`src/rtl/spi_eep_pkg.sv`:
```
`timescale 1ns/1ps
// Shared types and command codes for the serial EEPROM front end.
// Assumes an eight-bit command byte; the codes set the command behaviour.
package spi_eep_pkg;

    typedef enum logic [3:0] {
        ST_IDLE,     // deselected or waiting for a select edge
        ST_OPC,      // gathering the command byte
        ST_RD_ADDR,  // gathering the read address
        ST_WR_ADDR,  // gathering the write address
        ST_RD_OUT,   // streaming array bytes out
        ST_WR_DATA,  // gathering bytes to write
        ST_SR_OUT,   // status byte not yet loaded
        ST_SR_TAIL,  // status byte being shifted
        ST_SR_IN,    // gathering the new status byte
        ST_SR_FULL,  // status byte complete, waiting for deselect
        ST_PARK      // ignoring everything until deselect
    } fe_state_t;

    localparam logic [7:0] CMD_WEL_SET   = 8'h06;
    localparam logic [7:0] CMD_WEL_CLR   = 8'h04;
    localparam logic [7:0] CMD_STAT_RD   = 8'h05;
    localparam logic [7:0] CMD_STAT_WR   = 8'h01;
    localparam logic [7:0] CMD_ARR_RD    = 8'h03;
    localparam logic [7:0] CMD_ARR_WR    = 8'h02;

endpackage

```
`src/rtl/spi_pin_edges.sv`:
```
`timescale 1ns/1ps
// Edge detector for a group of synchronised pins.
// Assumes the pins are already synchronous to clk. RST_VAL sets the level
// taken as "previous" after reset, which decides whether a pin held at a
// given level through reset shows an edge.
module spi_pin_edges #(
    parameter int             N       = 3,
    parameter logic [N-1:0]   RST_VAL = '0
) (
    input  logic         clk,
    input  logic         rst_n,
    input  logic [N-1:0] pin,
    output logic [N-1:0] rise,
    output logic [N-1:0] fall
);

    logic [N-1:0] prev_q;

    // Remember each pin's level from the previous cycle.
    always_ff @(posedge clk) begin
        if (!rst_n) prev_q <= RST_VAL;
        else        prev_q <= pin;
    end

    // One rise/fall pair for each pin.
    for (genvar g = 0; g < N; g++) begin : g_edge
        assign rise[g] = pin[g] & ~prev_q[g];
        assign fall[g] = ~pin[g] & prev_q[g];
    end

endmodule

```
`src/rtl/spi_hold_gate.sv`:
```
`timescale 1ns/1ps
// Pause tracker. Hold begins on a falling hold edge seen while the serial
// clock is low and ends on a rising hold edge seen while it is low.
// Deselect drops the hold at once. Assumes synchronised pins.
module spi_hold_gate (
    input  logic clk,
    input  logic rst_n,
    input  logic cs_n,
    input  logic sck,
    input  logic hold_fall,
    input  logic hold_rise,
    output logic hold_q
);

    // Enter or leave the pause on edge-qualified hold transitions.
    always_ff @(posedge clk) begin
        if (!rst_n)                            hold_q <= 1'b0;
        else if (cs_n)                         hold_q <= 1'b0;
        else if (!hold_q && hold_fall && !sck) hold_q <= 1'b1;
        else if (hold_q && hold_rise && !sck)  hold_q <= 1'b0;
    end

    AST_HOLD_ENTRY: assert property (@(posedge clk) disable iff (!rst_n)
        $rose(hold_q) |-> $past(!sck) && $past(!cs_n));

    AST_HOLD_DROPPED: assert property (@(posedge clk) disable iff (!rst_n)
        cs_n |=> !hold_q);

endmodule

```
`src/rtl/spi_rx_shift.sv`:
```
`timescale 1ns/1ps
// Input shifter. Takes one bit, MSB first, on each enabled cycle and flags
// the cycle that completes a word. byte_nxt is the word including the bit
// now being taken. Clearing restarts the word.
module spi_rx_shift #(
    parameter int W = 8
) (
    input  logic         clk,
    input  logic         rst_n,
    input  logic         clr,
    input  logic         shift_en,
    input  logic         si,
    output logic         byte_done,
    output logic [W-1:0] byte_nxt
);

    localparam int             CW   = $clog2(W);
    localparam logic [CW-1:0]  LAST = CW'(W - 1);

    logic [CW-1:0] cnt_q;
    logic [W-1:0]  sr_q;

    assign byte_nxt  = {sr_q[W-2:0], si};
    assign byte_done = shift_en && (cnt_q == LAST);

    // Shift in one bit and count it, wrapping at the word boundary.
    always_ff @(posedge clk) begin
        if (!rst_n || clr) begin
            cnt_q <= '0;
            sr_q  <= '0;
        end else if (shift_en) begin
            sr_q  <= byte_nxt;
            cnt_q <= (cnt_q == LAST) ? '0 : cnt_q + CW'(1);
        end
    end

endmodule

```
`src/rtl/spi_tx_shift.sv`:
```
`timescale 1ns/1ps
// Output shifter. On an enabled cycle at a word boundary it loads load_val
// and presents its MSB; on other enabled cycles it presents the next bit.
// at_boundary is high when the next enabled cycle loads a new word.
module spi_tx_shift #(
    parameter int W = 8
) (
    input  logic         clk,
    input  logic         rst_n,
    input  logic         clr,
    input  logic         shift_en,
    input  logic [W-1:0] load_val,
    output logic         so_bit,
    output logic         at_boundary
);

    localparam int             CW   = $clog2(W);
    localparam logic [CW-1:0]  LAST = CW'(W - 1);

    logic [CW-1:0] cnt_q;
    logic [W-1:0]  sr_q;

    assign at_boundary = (cnt_q == '0);

    // Load or advance the outgoing word one bit per enabled cycle.
    always_ff @(posedge clk) begin
        if (!rst_n) begin
            cnt_q  <= '0;
            sr_q   <= '0;
            so_bit <= 1'b0;
        end else if (clr) begin
            cnt_q  <= '0;
        end else if (shift_en) begin
            if (at_boundary) begin
                so_bit <= load_val[W-1];
                sr_q   <= {load_val[W-2:0], 1'b0};
            end else begin
                so_bit <= sr_q[W-1];
                sr_q   <= {sr_q[W-2:0], 1'b0};
            end
            cnt_q <= (cnt_q == LAST) ? '0 : cnt_q + CW'(1);
        end
    end

endmodule

```
`src/rtl/spi_eeprom_front.sv`:
```
`timescale 1ns/1ps
// Serial EEPROM command front end. Decodes the command byte, collects the
// address and data bytes, streams read and status bytes out, and issues
// one-cycle requests to the storage unit. Assumes synchronised pins, each
// serial clock phase lasting at least three clk cycles, and rd_data valid
// from the cycle after rd_req until the next rd_req.
module spi_eeprom_front
    import spi_eep_pkg::*;
#(
    parameter int AW = 8
) (
    input  logic          clk,
    input  logic          rst_n,
    input  logic          cs_n,
    input  logic          sck,
    input  logic          si,
    input  logic          hold_n,
    output logic          so,
    output logic          so_oe,
    input  logic [7:0]    status_i,
    input  logic [7:0]    rd_data,
    output logic [AW-1:0] mem_addr,
    output logic [7:0]    mem_wdata,
    output logic          rd_req,
    output logic          wr_req,
    output logic          sr_wr_req,
    output logic          wel_set,
    output logic          wel_clr
);

    localparam int BW = 8;

    // Pin edges; bit 0 chip select, bit 1 clock, bit 2 hold.
    logic [2:0] pin_rise, pin_fall;
    logic       cs_fall, cs_rise, sck_rise, sck_fall, hold_fall, hold_rise;
    logic       hold_q, active;
    logic       byte_done, tx_boundary, tx_shift, so_bit;
    logic [BW-1:0] byte_nxt, tx_load;
    logic [AW-1:0] ptr_q;
    logic          oe_q;
    fe_state_t     state;

    spi_pin_edges #(.N(3), .RST_VAL(3'b100)) i_edges (
        .clk   (clk),
        .rst_n (rst_n),
        .pin   ({hold_n, sck, cs_n}),
        .rise  (pin_rise),
        .fall  (pin_fall)
    );

    assign cs_fall   = pin_fall[0];
    assign cs_rise   = pin_rise[0];
    assign sck_rise  = pin_rise[1];
    assign sck_fall  = pin_fall[1];
    assign hold_rise = pin_rise[2];
    assign hold_fall = pin_fall[2];

    spi_hold_gate i_hold (
        .clk       (clk),
        .rst_n     (rst_n),
        .cs_n      (cs_n),
        .sck       (sck),
        .hold_fall (hold_fall),
        .hold_rise (hold_rise),
        .hold_q    (hold_q)
    );

    assign active = !cs_n && !hold_q;

    spi_rx_shift #(.W(BW)) i_rx (
        .clk       (clk),
        .rst_n     (rst_n),
        .clr       (cs_n),
        .shift_en  (active && sck_rise),
        .si        (si),
        .byte_done (byte_done),
        .byte_nxt  (byte_nxt)
    );

    assign tx_shift = active && sck_fall &&
                      (state == ST_RD_OUT || state == ST_SR_OUT || state == ST_SR_TAIL);
    assign tx_load  = (state == ST_RD_OUT) ? rd_data : status_i;

    spi_tx_shift #(.W(BW)) i_tx (
        .clk         (clk),
        .rst_n       (rst_n),
        .clr         (cs_n),
        .shift_en    (tx_shift),
        .load_val    (tx_load),
        .so_bit      (so_bit),
        .at_boundary (tx_boundary)
    );

    assign so    = so_bit;
    assign so_oe = oe_q && !hold_q;

    // Command sequencer: decode, address and data phases, request pulses.
    always_ff @(posedge clk) begin
        if (!rst_n) begin
            state     <= ST_IDLE;
            ptr_q     <= '0;
            mem_addr  <= '0;
            mem_wdata <= '0;
            oe_q      <= 1'b0;
            rd_req    <= 1'b0;
            wr_req    <= 1'b0;
            sr_wr_req <= 1'b0;
            wel_set   <= 1'b0;
            wel_clr   <= 1'b0;
        end else begin
            rd_req    <= 1'b0;
            wr_req    <= 1'b0;
            sr_wr_req <= 1'b0;
            wel_set   <= 1'b0;
            wel_clr   <= 1'b0;
            if (cs_n) begin
                if (cs_rise && state == ST_SR_FULL && !hold_q) sr_wr_req <= 1'b1;
                state <= ST_IDLE;
                oe_q  <= 1'b0;
            end else if (!hold_q) begin
                unique case (state)
                    ST_IDLE: begin
                        if (cs_fall) state <= ST_OPC;
                    end
                    ST_OPC: begin
                        if (byte_done) begin
                            unique case (byte_nxt)
                                CMD_WEL_SET: begin wel_set <= 1'b1; state <= ST_PARK; end
                                CMD_WEL_CLR: begin wel_clr <= 1'b1; state <= ST_PARK; end
                                CMD_STAT_RD: state <= ST_SR_OUT;
                                CMD_STAT_WR: state <= ST_SR_IN;
                                CMD_ARR_RD:  state <= ST_RD_ADDR;
                                CMD_ARR_WR:  state <= ST_WR_ADDR;
                                default:     state <= ST_PARK;
                            endcase
                        end
                    end
                    ST_RD_ADDR: begin
                        if (byte_done) begin
                            ptr_q    <= byte_nxt[AW-1:0];
                            mem_addr <= byte_nxt[AW-1:0];
                            rd_req   <= 1'b1;
                            state    <= ST_RD_OUT;
                        end
                    end
                    ST_RD_OUT: begin
                        if (sck_fall && tx_boundary) begin
                            oe_q     <= 1'b1;
                            ptr_q    <= ptr_q + AW'(1);
                            mem_addr <= ptr_q + AW'(1);
                            rd_req   <= 1'b1;
                        end
                    end
                    ST_WR_ADDR: begin
                        if (byte_done) begin
                            ptr_q <= byte_nxt[AW-1:0];
                            state <= ST_WR_DATA;
                        end
                    end
                    ST_WR_DATA: begin
                        if (byte_done) begin
                            mem_addr  <= ptr_q;
                            mem_wdata <= byte_nxt;
                            wr_req    <= 1'b1;
                            ptr_q     <= ptr_q + AW'(1);
                        end
                    end
                    ST_SR_OUT: begin
                        if (sck_fall) begin
                            oe_q  <= 1'b1;
                            state <= ST_SR_TAIL;
                        end
                    end
                    ST_SR_TAIL: begin
                        if (sck_fall && tx_boundary) begin
                            oe_q  <= 1'b0;
                            state <= ST_PARK;
                        end
                    end
                    ST_SR_IN: begin
                        if (byte_done) begin
                            mem_wdata <= byte_nxt;
                            state     <= ST_SR_FULL;
                        end
                    end
                    ST_SR_FULL: begin
                        if (sck_rise) state <= ST_PARK;
                    end
                    ST_PARK: begin
                        oe_q <= 1'b0;
                    end
                    default: state <= ST_IDLE;
                endcase
            end
        end
    end

    AST_DESELECT_HIZ: assert property (@(posedge clk) disable iff (!rst_n)
        cs_n |=> !so_oe);

    AST_ONE_REQUEST: assert property (@(posedge clk) disable iff (!rst_n)
        $countones({rd_req, wr_req, sr_wr_req, wel_set, wel_clr}) <= 1);

    AST_HOLD_FREEZE: assert property (@(posedge clk) disable iff (!rst_n)
        hold_q && !cs_n |=> $stable(state));

    AST_CMD_AFTER_SELECT: assert property (@(posedge clk) disable iff (!rst_n)
        (state == ST_OPC) && ($past(state) == ST_IDLE) |-> $past(cs_fall));

    AST_PARK_SILENT: assert property (@(posedge clk) disable iff (!rst_n)
        (state == ST_PARK) && ($past(state) == ST_PARK) |-> !so_oe && !rd_req && !wr_req);

endmodule

```
`config.mk`:
```
export PLATFORM = sky130hd
export DESIGN_NAME = spi_eeprom_front
export DESIGN_NICKNAME = d
export VERILOG_FILES = /design/src/rtl/spi_eep_pkg.sv /design/src/rtl/spi_pin_edges.sv /design/src/rtl/spi_hold_gate.sv /design/src/rtl/spi_rx_shift.sv /design/src/rtl/spi_tx_shift.sv /design/src/rtl/spi_eeprom_front.sv
export SDC_FILE = /design/constraint.sdc
export NUM_CORES = 1
export LEC_CHECK = 0
export ABC_CLOCK_PERIOD_IN_PS = 3620
export BUFFER_PORTS_ARGS = -buffer_cell sky130_fd_sc_hd__buf_2
export CORE_MARGIN = 1
export CORE_UTILIZATION = 55
export DETAILED_ROUTE_END_ITERATION = 8
export PLACE_DENSITY = 0.77
export SYNTH_ARGS = -nofsm -noshare
export SYNTH_HDL_FRONTEND = slang
export SYNTH_SLANG_ARGS = --single-unit
export TNS_END_PERCENT = 1
```
`constraint.sdc`:
```
create_clock -name clk -period 3.62 [get_ports clk]
set_clock_uncertainty 0.2 [all_clocks]
set_input_delay 0.724 -clock clk [delete_from_list [all_inputs] [get_ports clk]]
set_output_delay 0.724 -clock clk [all_outputs]
set_load 0.01 [all_outputs]
```
==> results of run 1 <==
==> synth_stat cells (4+ instances only) <==
library cell	number
buf_4	5
dfxtp_1	59
o21ai_0	15
nor2b_1	8
and2_1	4
nor4_1	6
ha_1	6
buf_2	9
a21oi_1	40
nor2_1	28
nand2_1	59
clkbuf_1	12
and3_1	5
a31oi_1	4
o31ai_1	4
nand3_1	17
inv_1	5
a221oi_1	4
nor3_1	7
nand2b_1	7
mux2i_1	13
==> sequential cells by signal, summed over array words and instances (netlist names), 3 cells and up <==
signal          flops
i_tx.cnt_q          3
mem_addr            8
i_rx.sr_q           7
ptr_q               8
mem_wdata           8
i_edges.prev_q      3
i_tx.sr_q           7
state               4
i_rx.cnt_q          3
==> worst max-delay path: stages, from the launching register on <==
cell and delay (ps):
dfxtp_1 880, nand2b_1 250, nand4_1 500, or2_0 530
o21ai_0 210
==> power by group through the flow <==
stage	combinational (mW)	sequential, mW	clock [mW]
after detailed placement	0.0667	0.671	0
final	0.0682	0.656	0.754
after global placement	0.0654	0.671	0
after floorplan	0.0472	0.669	0
after CTS	0.0675	0.656	0.760
after global routing	0.0749	0.656	0.797
==> logic make-up (layout without fill, tap and decap cells) <==
| family | count (synthesis) | in the layout | share of synthesized area (%) |
|---|---|---|---|
| buf+inv | 35 | 69 | 5.615 |
| compound gates | 104 | 104 | 21.20 |
| flops | 59 | 59 | 36.06 |
| fa+ha+maj | 6 | 6 | 2.292 |
| mux | 13 | 13 | 3.972 |
| xor+xnor | 6 | 6 | 1.605 |
| simple gates | 175 | 175 | 29.26 |
==> per-stage QoR <==
stage	hold WS, ps	setup WS, ps
finish	255.2	960.8
detailed placement	251.1	970.9
floorplan	232.2	1431
global placement	243.2	1063
CTS	261.4	970.7
global route	291.8	694.5
==> cells in the final DEF, fill, tap and decap left out, types with 4 or more instances in the layout <==
cell and count:
nand2_1 59, dfxtp_1 59, buf_2 44, a21oi_1 40, nor2_1 28, nand3_1 17, o21ai_0 15, mux2i_1 13
clkbuf_8 9, nor2b_1 8, nand2b_1 7, nor3_1 7, nor4_1 6, ha_1 6, inv_1 5, and3_1 5
and2_1 4, a221oi_1 4, a31oi_1 4, o31ai_1 4
==> layout make-up <==
cell class | instances | area [µm²] | area share (%)
tap | 72 | 90.09 | 2.437
multi-input combinational | 304 | 1911 | 51.69
clock buffer | 9 | 123.9 | 3.351
clock inverter | 7 | 125.1 | 3.385
sequential | 59 | 1181 | 31.96
inverter | 6 | 22.52 | 0.6093
timing repair buffer | 47 | 242.7 | 6.567
==> per-layer routing <==
| metal | part of all wire [%] | GRT usage (%) | routed length, µm |
|---|---|---|---|
| met2 | 46 | 40.00 | 3604 |
| met1 | 47 | 36.85 | 3731 |
| met3 | 5.3 | 6.322 | 419 |
| met5 | 0 | 0 | 0 |
| met4 | 1.8 | 12.55 | 145 |
==> path summary, 6_finish.rpt <==
check	from	end	slack (ps)	cells after the start
max	state[1]$_SDFFE_PP0P_	i_tx.sr_q[7]$_SDFFE_PN0P_	960	4
min	mem_addr[2]$_SDFFE_PN0P_	mem_addr[2]$_SDFFE_PN0P_	260	2
max reg2reg	state[1]$_SDFFE_PP0P_	i_tx.sr_q[7]$_SDFFE_PN0P_	960	4
min reg2reg	mem_addr[2]$_SDFFE_PN0P_	mem_addr[2]$_SDFFE_PN0P_	260	2
==> out/metrics.csv, run 1 <==
stage;metric;value;unit
sta;finalSetupViolations;0;
synthesis;ys_seq_area_share;36.06;%
pwr;p_int;1.141;mW
worst_setup_path;endpoint_kind;register;
finish;diodes;0;
place;place_inst;488;
cts;clk_pin_slew;70;ps
cts;hold_buffers;0;
pwr;total_power;1.479;mW
worst_setup_path;critPathLaunchType;register;
finish;post-route-cell-area;3696;µm²
finish;area_delta_synth_final;12.83;%
pwr;power.leakage;1.445;nW
cts;numClockSinks;59;
pwr;vdd_drop_max;0.2892;mV
synthesis;syn-num-nets;426;
cts;clock_path_buffers;2;
place;hpwl;5274;µm
grt;overflow;0;
cts;cts_tree;built;
finish;layout.cells.non_filler;504;
die;fp.dieW;79.18;µm
place;dpl-instance-area;3447;µm²
outcome;status;completed;
sta;fin_crit_sh;73.46;%
pwr;seqPwrFrac;44.4;%
sta;fin_setup_tns;0;ps
finish;final.fill_count;485;
sta;relSlewSlack;40.52;%
run;maxCapViolCount;0;
detailed_routing;routed_wl;7900;µm
sta;tightest_slew;891.0;ps
synthesis;yosys_most_used_dff;dfxtp_1;
synthesis;synth_largest_area_cell;dfxtp_1;
worst_setup_path;cp.required;3690;ps
cts;cts_buffers;9;
hold_path;hold_class;register to register;
pwr;pwr-share-comb;4.6;%
detailed_routing;vias;2992;
synthesis;synthesis.area;3276;µm²
grt;track_usage;27.02;%
sta;period_needed;2659;ps
pwr;p_sw;0.3376;mW
detailed_routing;first_iter_violations;246;
place;numPortBuffers;44;
synthesis;synth_top_area_share;36.06;%
grt;grt_pass1_wl;13100;µm
synthesis;synthTopCellsByArea;dfxtp_1 (36%), nand2_1 (6.8%), a21oi_1 (6.1%), mux2i_1 (4.0%), nor2_1 (3.2%);
die;std_cell_rows;27;
detailed_routing;dr.pass1.iters;4;
die;ioPinCount;45;
place;gp_congestion;0.8730;
synthesis;yosysUniqueCellTypes;71;
die;core;5608;µm²
cts;cts_setup_buffers;0;
finish;drive_above_1_share;19.68;%
worst_setup_path;crit_fanout;24;
synthesis;synth_edf_count;0;
synthesis;synth-async-reset-ratio;0;%
synthesis;ys_warn_count;0;
detailed_routing;vias_per_cell;5.937;
synthesis;ys_ff_latch;59;
cts;htree_levels;3;
detailed_routing;wire_per_inst;15.67;µm
die;start_util;58.41;%
grt;grt_antenna_before_repair;0;
die;die_area;6269;µm²
grt;grt_pass1_vias;2664;
detailed_routing;postRouteAntennaNets;0;
grt;grt_max_degree;27;
finish;fin_nets;455;
synthesis;synth.avg_cell_area;8.230;µm²
worst_setup_path;worstPathArrival;2730;ps
synthesis;netlist_instances;398;
die;die_y;79.18;µm
pwr;p_sw_share;22.83;%
sta;clock.fmax;376.1;MHz
cts;clock_tree.root_cell;clkbuf_8;
worst_setup_path;crit_type;register to register;
pwr;clkPwrFrac;51.0;%
finish;post-route-util;65.91;%
sta;hold_viol;0;
pwr;powerDensity;400.0;nW/µm²
cts;clk_latency;340;ps
sta;rsz0062_at_grt;false;
detailed_routing;drt_drc_violations_left;0;
sta;final-max-slew-violation-count;0;
cts;cts_resized;0;
Note: power is estimated with default switching activity, not from simulation.
==> run 2, diff against run 1 <==
- ABC_CLOCK_PERIOD_IN_PS: 3620 -> 2400
- CORE_UTILIZATION: 55 -> 52
- PLACE_DENSITY: 0.77 -> 0.76
- clock period: 3.62 -> 2.4 ns (I/O delays scaled with it)
==> run 2 against run 1 <==
Compared with the run above: sequential share of layout area fell by 0.77 points; worst hold slack got worse by 110 ps; final area rose by 2.5%; highest routed layer unchanged.
==> out/metrics.csv, run 2 (synthesis gave the netlist of run 1 again) <==
stage;metric;value;unit;change
outcome;status;completed;;
place;gp_congestion;0.9531;;+9.2%
cts;cts_buffers;9;;unchanged
grt;overflow;0;;unchanged
detailed_routing;drt_drc_violations_left;0;;unchanged
pwr;seqPwrFrac;48.8;%;+4.4 points
sta;tightest_slew;717.2;ps;-173.7 ps
die;start_util;54.68;%;-3.7 points
finish;largest_registers;mem_addr: 8 flops, mem_wdata: 8 flops, ptr_q: 8 flops;;
cts;hold_buffers;0;;unchanged
worst_setup_path;startpoint;i_rx.cnt_q[0]$_SDFFE_PP0P_;;
detailed_routing;postRouteAntennaNets;0;;unchanged
sta;hold_viol;0;;unchanged
cts;clock_path_buffers;2;;unchanged
worst_setup_path;ff2ff_path_depth;8;;+4
grt;grt_pass1_vias;2671;;+0.26%
finish;drive_above_1_share;22.32;%;+2.6 points
worst_setup_path;crit_path_max_incr_delay;360;ps;-520 ps
place;numPortBuffers;44;;unchanged
hold_path;hold_class;input pin to register;;
grt;grt_antenna_before_repair;0;;unchanged
finish;fin_nets;471;;+3.5%
cts;clk_pin_slew;70;ps;about the same
pwr;power.leakage;1.514;nW;+4.7%
sta;period_needed;2259;ps;-400.7 ps
sta;final-max-slew-violation-count;0;;unchanged
sta;relSlewSlack;52.12;%;+12 points
die;fp.dieW;81.37;µm;+2.8%
worst_setup_path;cp.required;2430;ps;-1260 ps
sta;rsz0062_at_grt;false;;
die;die_y;81.37;µm;+2.8%
cts;cts_tree;built;;
die;die_area;6621;µm²;+5.6%
worst_setup_path;endpoint_kind;register;;
pwr;total_power;2.031;mW;+37%
sta;fin_crit_sh;94.10;%;+21 points
die;ioPinCount;45;;unchanged
pwr;p_sw_share;23.01;%;+0.18 points
pwr;powerDensity;536.2;nW/µm²;+34%
run;maxCapViolCount;0;;unchanged
place;hpwl;5613;µm;+6.4%
worst_setup_path;critPathTopFamily;simple AND/OR/NAND/NOR gates;;
pwr;p_int;1.564;mW;+37%
grt;grt_max_degree;22;;-19%
cts;cts_resized;0;;unchanged
finish;layout_common_cells;nand2_1 (59), dfxtp_1 (59), buf_2 (44);;
sta;clock.fmax;442.8;MHz;+18%
cts;clk_latency;340;ps;about the same
finish;diodes;0;;unchanged
detailed_routing;first_iter_violations;228;;-7.3%
cts;clock_tree.root_cell;clkbuf_8;;
detailed_routing;dr.pass1.iters;4;;unchanged
grt;track_usage;25.69;%;-1.3 points
cts;numClockSinks;59;;unchanged
worst_setup_path;crit_buf_inv;1;;+1
pwr;pwr-share-comb;5.5;%;+0.9 points
detailed_routing;vias_per_cell;5.887;;-0.83%
detailed_routing;routed_wl;8007;µm;+1.4%
worst_setup_path;cp_slowest_cell;dfxtp_1;;
die;std_cell_rows;28;;+3.7%
pwr;clkPwrFrac;45.8;%;-5.2 points
sta;fin_setup_tns;0;ps;unchanged
cts;htree_levels;3;;unchanged
worst_setup_path;worst-r2r-setup-slack;140;ps;-820 ps
grt;grt_pass1_wl;12850;µm;-1.9%
worst_setup_path;crit_type;register to register;;
sta;finalSetupViolations;0;;unchanged
worst_setup_path;rr_endpoint;mem_wdata[4]$_SDFFE_PN0P_;;
die;core;5991;µm²;+6.8%
worst_setup_path;cp.depth;8;;+4
worst_setup_path;worstPathArrival;2290;ps;-440 ps
pwr;vdd_drop_max;0.4545;mV;+57%
worst_setup_path;critPathLaunchType;register;;
detailed_routing;vias;3079;;+2.9%
finish;area_delta_synth_final;15.62;%;
worst_setup_path;rr_startpoint;i_rx.cnt_q[0]$_SDFFE_PP0P_;;
worst_setup_path;endpoint;mem_wdata[4]$_SDFFE_PN0P_;;
detailed_routing;wire_per_inst;15.31;µm;-2.3%
worst_setup_path;path_cells;ha_1, ha_1, nand3b_2, nor3_2, nor3b_1, buf_4, mux2i_1, nor2_1;;
pwr;p_sw;0.4672;mW;+38%
worst_setup_path;crit_fanout;8;;-67%
worst_setup_path;cpMostUsedCell;ha_1;;
run 2: cell types whose count changed in the layout (fill, tap and decap cells not counted):
cell / previous run / this run
buf_12: 0 / 1
buf_4: 3 / 18
bufinv_16: 3 / 1
clkbuf_1: 0 / 1
clkbuf_8: 9 / 11
clkinv_2: 0 / 2
clkinv_4: 3 / 1
inv_6: 1 / 0
run 2: cell type report:
class                           count  area (µm²)
Clock buffer                       12       155.1
Inverter                            6       22.52
Fill cell                         522        2203
Clock inverter                      4       48.80
Multi-Input combinational cell    304        1911
Tap cell                           75       93.84
Sequential cell                    59        1181
Timing Repair Buffer               63       375.4
run 2: power by group through the flow:
stage / Combinational (mW) / Clock [mW] / Sequential (mW)
floorplan: 0.0711 / 0 / 1.01
global placement: 0.108 / 0 / 1.01
detailed placement: 0.109 / 0 / 1.01
CTS: 0.110 / 0.943 / 0.990
global route: 0.123 / 0.993 / 0.990
finish: 0.111 / 0.930 / 0.990
run 2: per-layer routing:
| layer | track usage [%] | routed length [µm] | vias to the layer above |
|---|---|---|---|
| met5 | 0 | 0 | - |
| met4 | 11.96 | 99 | 0 |
| met3 | 6.292 | 432 | 10 |
| met2 | 40.75 | 3944 | 82 |
| met1 | 32.51 | 3530 | 1469 |
| li1 | - | - | 1518 |
run 2: worst min path at each step:
stage                         startpoint                            to  slack (ps)  cells after the start
2_1_floorplan  i_tx.sr_q[1]$_SDFFE_PN0P_     i_tx.sr_q[1]$_SDFFE_PN0P_         230                      2
3_3_place_gp   i_tx.sr_q[1]$_SDFFE_PN0P_     i_tx.sr_q[1]$_SDFFE_PN0P_         240                      2
5_1_grt                           hold_n  i_edges.prev_q[2]$_SDFF_PN1_         150                      2
3_5_place_dp   i_tx.sr_q[1]$_SDFFE_PN0P_     i_tx.sr_q[1]$_SDFFE_PN0P_         250                      2
4_1_cts                           hold_n  i_edges.prev_q[2]$_SDFF_PN1_         150                      2
6_report                          hold_n  i_edges.prev_q[2]$_SDFF_PN1_         140                      2
run 2: what timing repair did:
action | 4_1_cts | 5_1_grt
setup buffers | 0 | 2
hold endpoints to repair | 0 | 0
setup endpoints to repair | 0 | 3
run 2: per-stage QoR:
| step | area (µm²) | hold slack (ps) | util [%] | cells | setup slack [ps] |
|---|---|---|---|---|---|
| after floorplan | 3276 | 232.2 | - | 398 | 405.0 |
| after global placement | 3556 | 237.8 | 59.36 | 505 | 249.2 |
| after detailed placement | 3556 | 246.9 | 59.36 | 505 | 118.2 |
| after CTS | 3760 | 145.2 | 62.76 | 521 | 92.32 |
| after global routing | 3787 | 146.4 | 63.22 | 523 | 27.21 |
| final | 3787 | 143.6 | 63.22 | 523 | 141.5 |
==> run 3, diff against run 2 <==
- ABC_CLOCK_PERIOD_IN_PS: 2400 -> 2900
- CORE_UTILIZATION: 52 -> 55
- PLACE_DENSITY: 0.76 -> 0.77
- clock period: 2.4 -> 2.9 ns (I/O delays scaled with it)
==> run 3 against run 2 <==
Compared with the run above: critical path depth down 2; sequential share of layout area up 0.33 points; cell count down 2.9%; register-to-register slack better by 390 ps; via count up 1.8%; total power down 6.2%; utilization up 3.6 points; sequential power down 17%; routed wire length up 0.95%; critical path type unchanged.
==> out/metrics.csv, run 3 (synthesis gave the netlist of run 1 again) <==
stage;metric;value;unit;change
sta;final-max-slew-violation-count;0;;unchanged
finish;fin_nets;460;;-2.3%
pwr;vdd_drop_max;0.4149;mV;-8.7%
detailed_routing;first_iter_violations;259;;+14%
grt;grt_antenna_before_repair;0;;unchanged
sta;clock.fmax;423.1;MHz;-4.4%
sta;period_needed;2364;ps;+105.1 ps
detailed_routing;vias_per_cell;6.169;;+4.8%
detailed_routing;vias;3134;;+1.8%
finish;layout_common_cells;nand2_1 (59), dfxtp_1 (59), buf_2 (44);;
sta;rsz0062_at_grt;false;;
die;die_area;6269;µm²;-5.3%
worst_setup_path;endpoint_kind;register;;
pwr;powerDensity;508.6;nW/µm²;-5.2%
cts;cts_tree;built;;
sta;finalSetupViolations;0;;unchanged
worst_setup_path;crit_fanout;16;;+8
hold_path;min_from;hold_n;;
hold_path;holdPathStages;2;;unchanged
worst_setup_path;rr_startpoint;state[1]$_SDFFE_PP0P_;;
grt;track_usage;27.81;%;+2.1 points
run;maxCapViolCount;0;;unchanged
detailed_routing;dr.pass1.iters;5;;+1
cts;cts_buffers;9;;unchanged
grt;grt_max_degree;26;;+18%
cts;cts_setup_buffers;0;;unchanged
sta;tightest_slew;877.2;ps;+159.9 ps
die;core;5608;µm²;-6.4%
worst_setup_path;cp.required;2950;ps;+520 ps
worst_setup_path;startpoint;state[1]$_SDFFE_PP0P_;;
detailed_routing;routed_wl;8083;µm;+0.95%
cts;hold_buffers;0;;unchanged
cts;clk_pin_slew;70;ps;about the same
worst_setup_path;critPathLaunchType;register;;
grt;grt_pass1_vias;2821;;+5.6%
worst_setup_path;worstPathArrival;2420;ps;+130 ps
grt;grt_pass1_wl;13480;µm;+4.9%
sta;fin_crit_sh;81.51;%;-13 points
grt;overflow;0;;unchanged
pwr;total_power;1.906;mW;-6.2%
cts;clock_path_buffers;2;;unchanged
place;gp_congestion;0.8653;;-9.2%
cts;clock_tree.root_cell;clkbuf_8;;
place;numPortBuffers;44;;unchanged
finish;drive_above_1_share;20.41;%;-1.9 points
die;start_util;58.41;%;+3.7 points
pwr;power.leakage;1.478;nW;-2.4%
hold_path;hold_class;input pin to register;;
die;ioPinCount;45;;unchanged
finish;area_delta_synth_final;14.40;%;
cts;clk_latency;340;ps;about the same
detailed_routing;wire_per_inst;15.91;µm;+3.9%
detailed_routing;drt_drc_violations_left;0;;unchanged
die;die_y;79.18;µm;-2.7%
worst_setup_path;crit_type;register to register;;
sta;hold_viol;0;;unchanged
sta;relSlewSlack;41.44;%;-11 points
finish;largest_registers;mem_addr: 8 flops, mem_wdata: 8 flops, ptr_q: 8 flops;;
cts;htree_levels;3;;unchanged
die;std_cell_rows;27;;-3.6%
outcome;status;completed;;
cts;numClockSinks;59;;unchanged
detailed_routing;postRouteAntennaNets;0;;unchanged
place;hpwl;5516;µm;-1.7%
worst_setup_path;ff2ff_path_depth;6;;-2
finish;diodes;0;;unchanged
sta;fin_setup_tns;0;ps;unchanged
cts;cts_resized;0;;unchanged
die;fp.dieW;79.18;µm;-2.7%
==> run 3: changes by cell type in the layout (fill, tap and decap cells not counted), sizes merged <==
| cell | previous run | this run |
|---|---|---|
| buf | 63 | 52 |
| bufinv | 1 | 4 |
| clkbuf | 12 | 10 |
| clkinv | 3 | 1 |
==> run 3: path summary, 6_finish.rpt <==
kind	endpoint	slack (ps)
min reg2reg	i_rx.cnt_q[1]$_SDFFE_PP0P_	270
max	mem_addr[0]$_SDFFE_PN0P_	540
max reg2reg	mem_addr[0]$_SDFFE_PN0P_	540
min	i_edges.prev_q[2]$_SDFF_PN1_	230
==> run 3: final cells by class <==
class                           count  area (µm²)
Clock inverter                      5       125.1
Multi-Input combinational cell    304        1911
Tap cell                           72       90.09
Sequential cell                    59        1181
Clock buffer                       10       137.6
Fill cell                         488        1861
Inverter                            6       22.52
Timing Repair Buffer               52       280.3
==> run 3: metrics by stage <==
stage / util (%) / cell area, µm² / hold WS, ps / std cells / setup WS (ps)
finish: 66.82 / 3747 / 227.6 / 508 / 536.3
detailed placement: 62.14 / 3485 / 254.0 / 493 / 473.7
CTS: 66.82 / 3747 / 224.0 / 508 / 539.6
global placement: 62.14 / 3485 / 241.8 / 493 / 529.8
floorplan: - / 3276 / 232.2 / 398 / 855.3
global route: 66.82 / 3747 / 236.6 / 508 / 370.5
==> run 3: metal layers <==
layer / global-route usage (%) / vias up / wire, µm / part of all wire, %
li1: - / 1503 / - / -
met1: 36.45 / 1478 / 3532 / 44
met2: 42.93 / 131 / 3820 / 47
met3: 5.862 / 22 / 512 / 6.3
met4: 14.00 / 0 / 218 / 2.7
met5: 0 / - / 0 / 0
==> run 3: power breakdown <==
part	internal, mW	total [mW]	switching [mW]
registers	0.814	0.819	0.00505
logic	0.0346	0.0873	0.0527
clock network	0.675	0.999	0.324
==> run 3: worst max-delay path: stages (launching register included) <==
cell,delay [ps]
dfxtp_1,620
buf_4,280
nand2b_1,90
or3_4,350
a31oi_4,420
nor2_1,80
a211oi_1,230
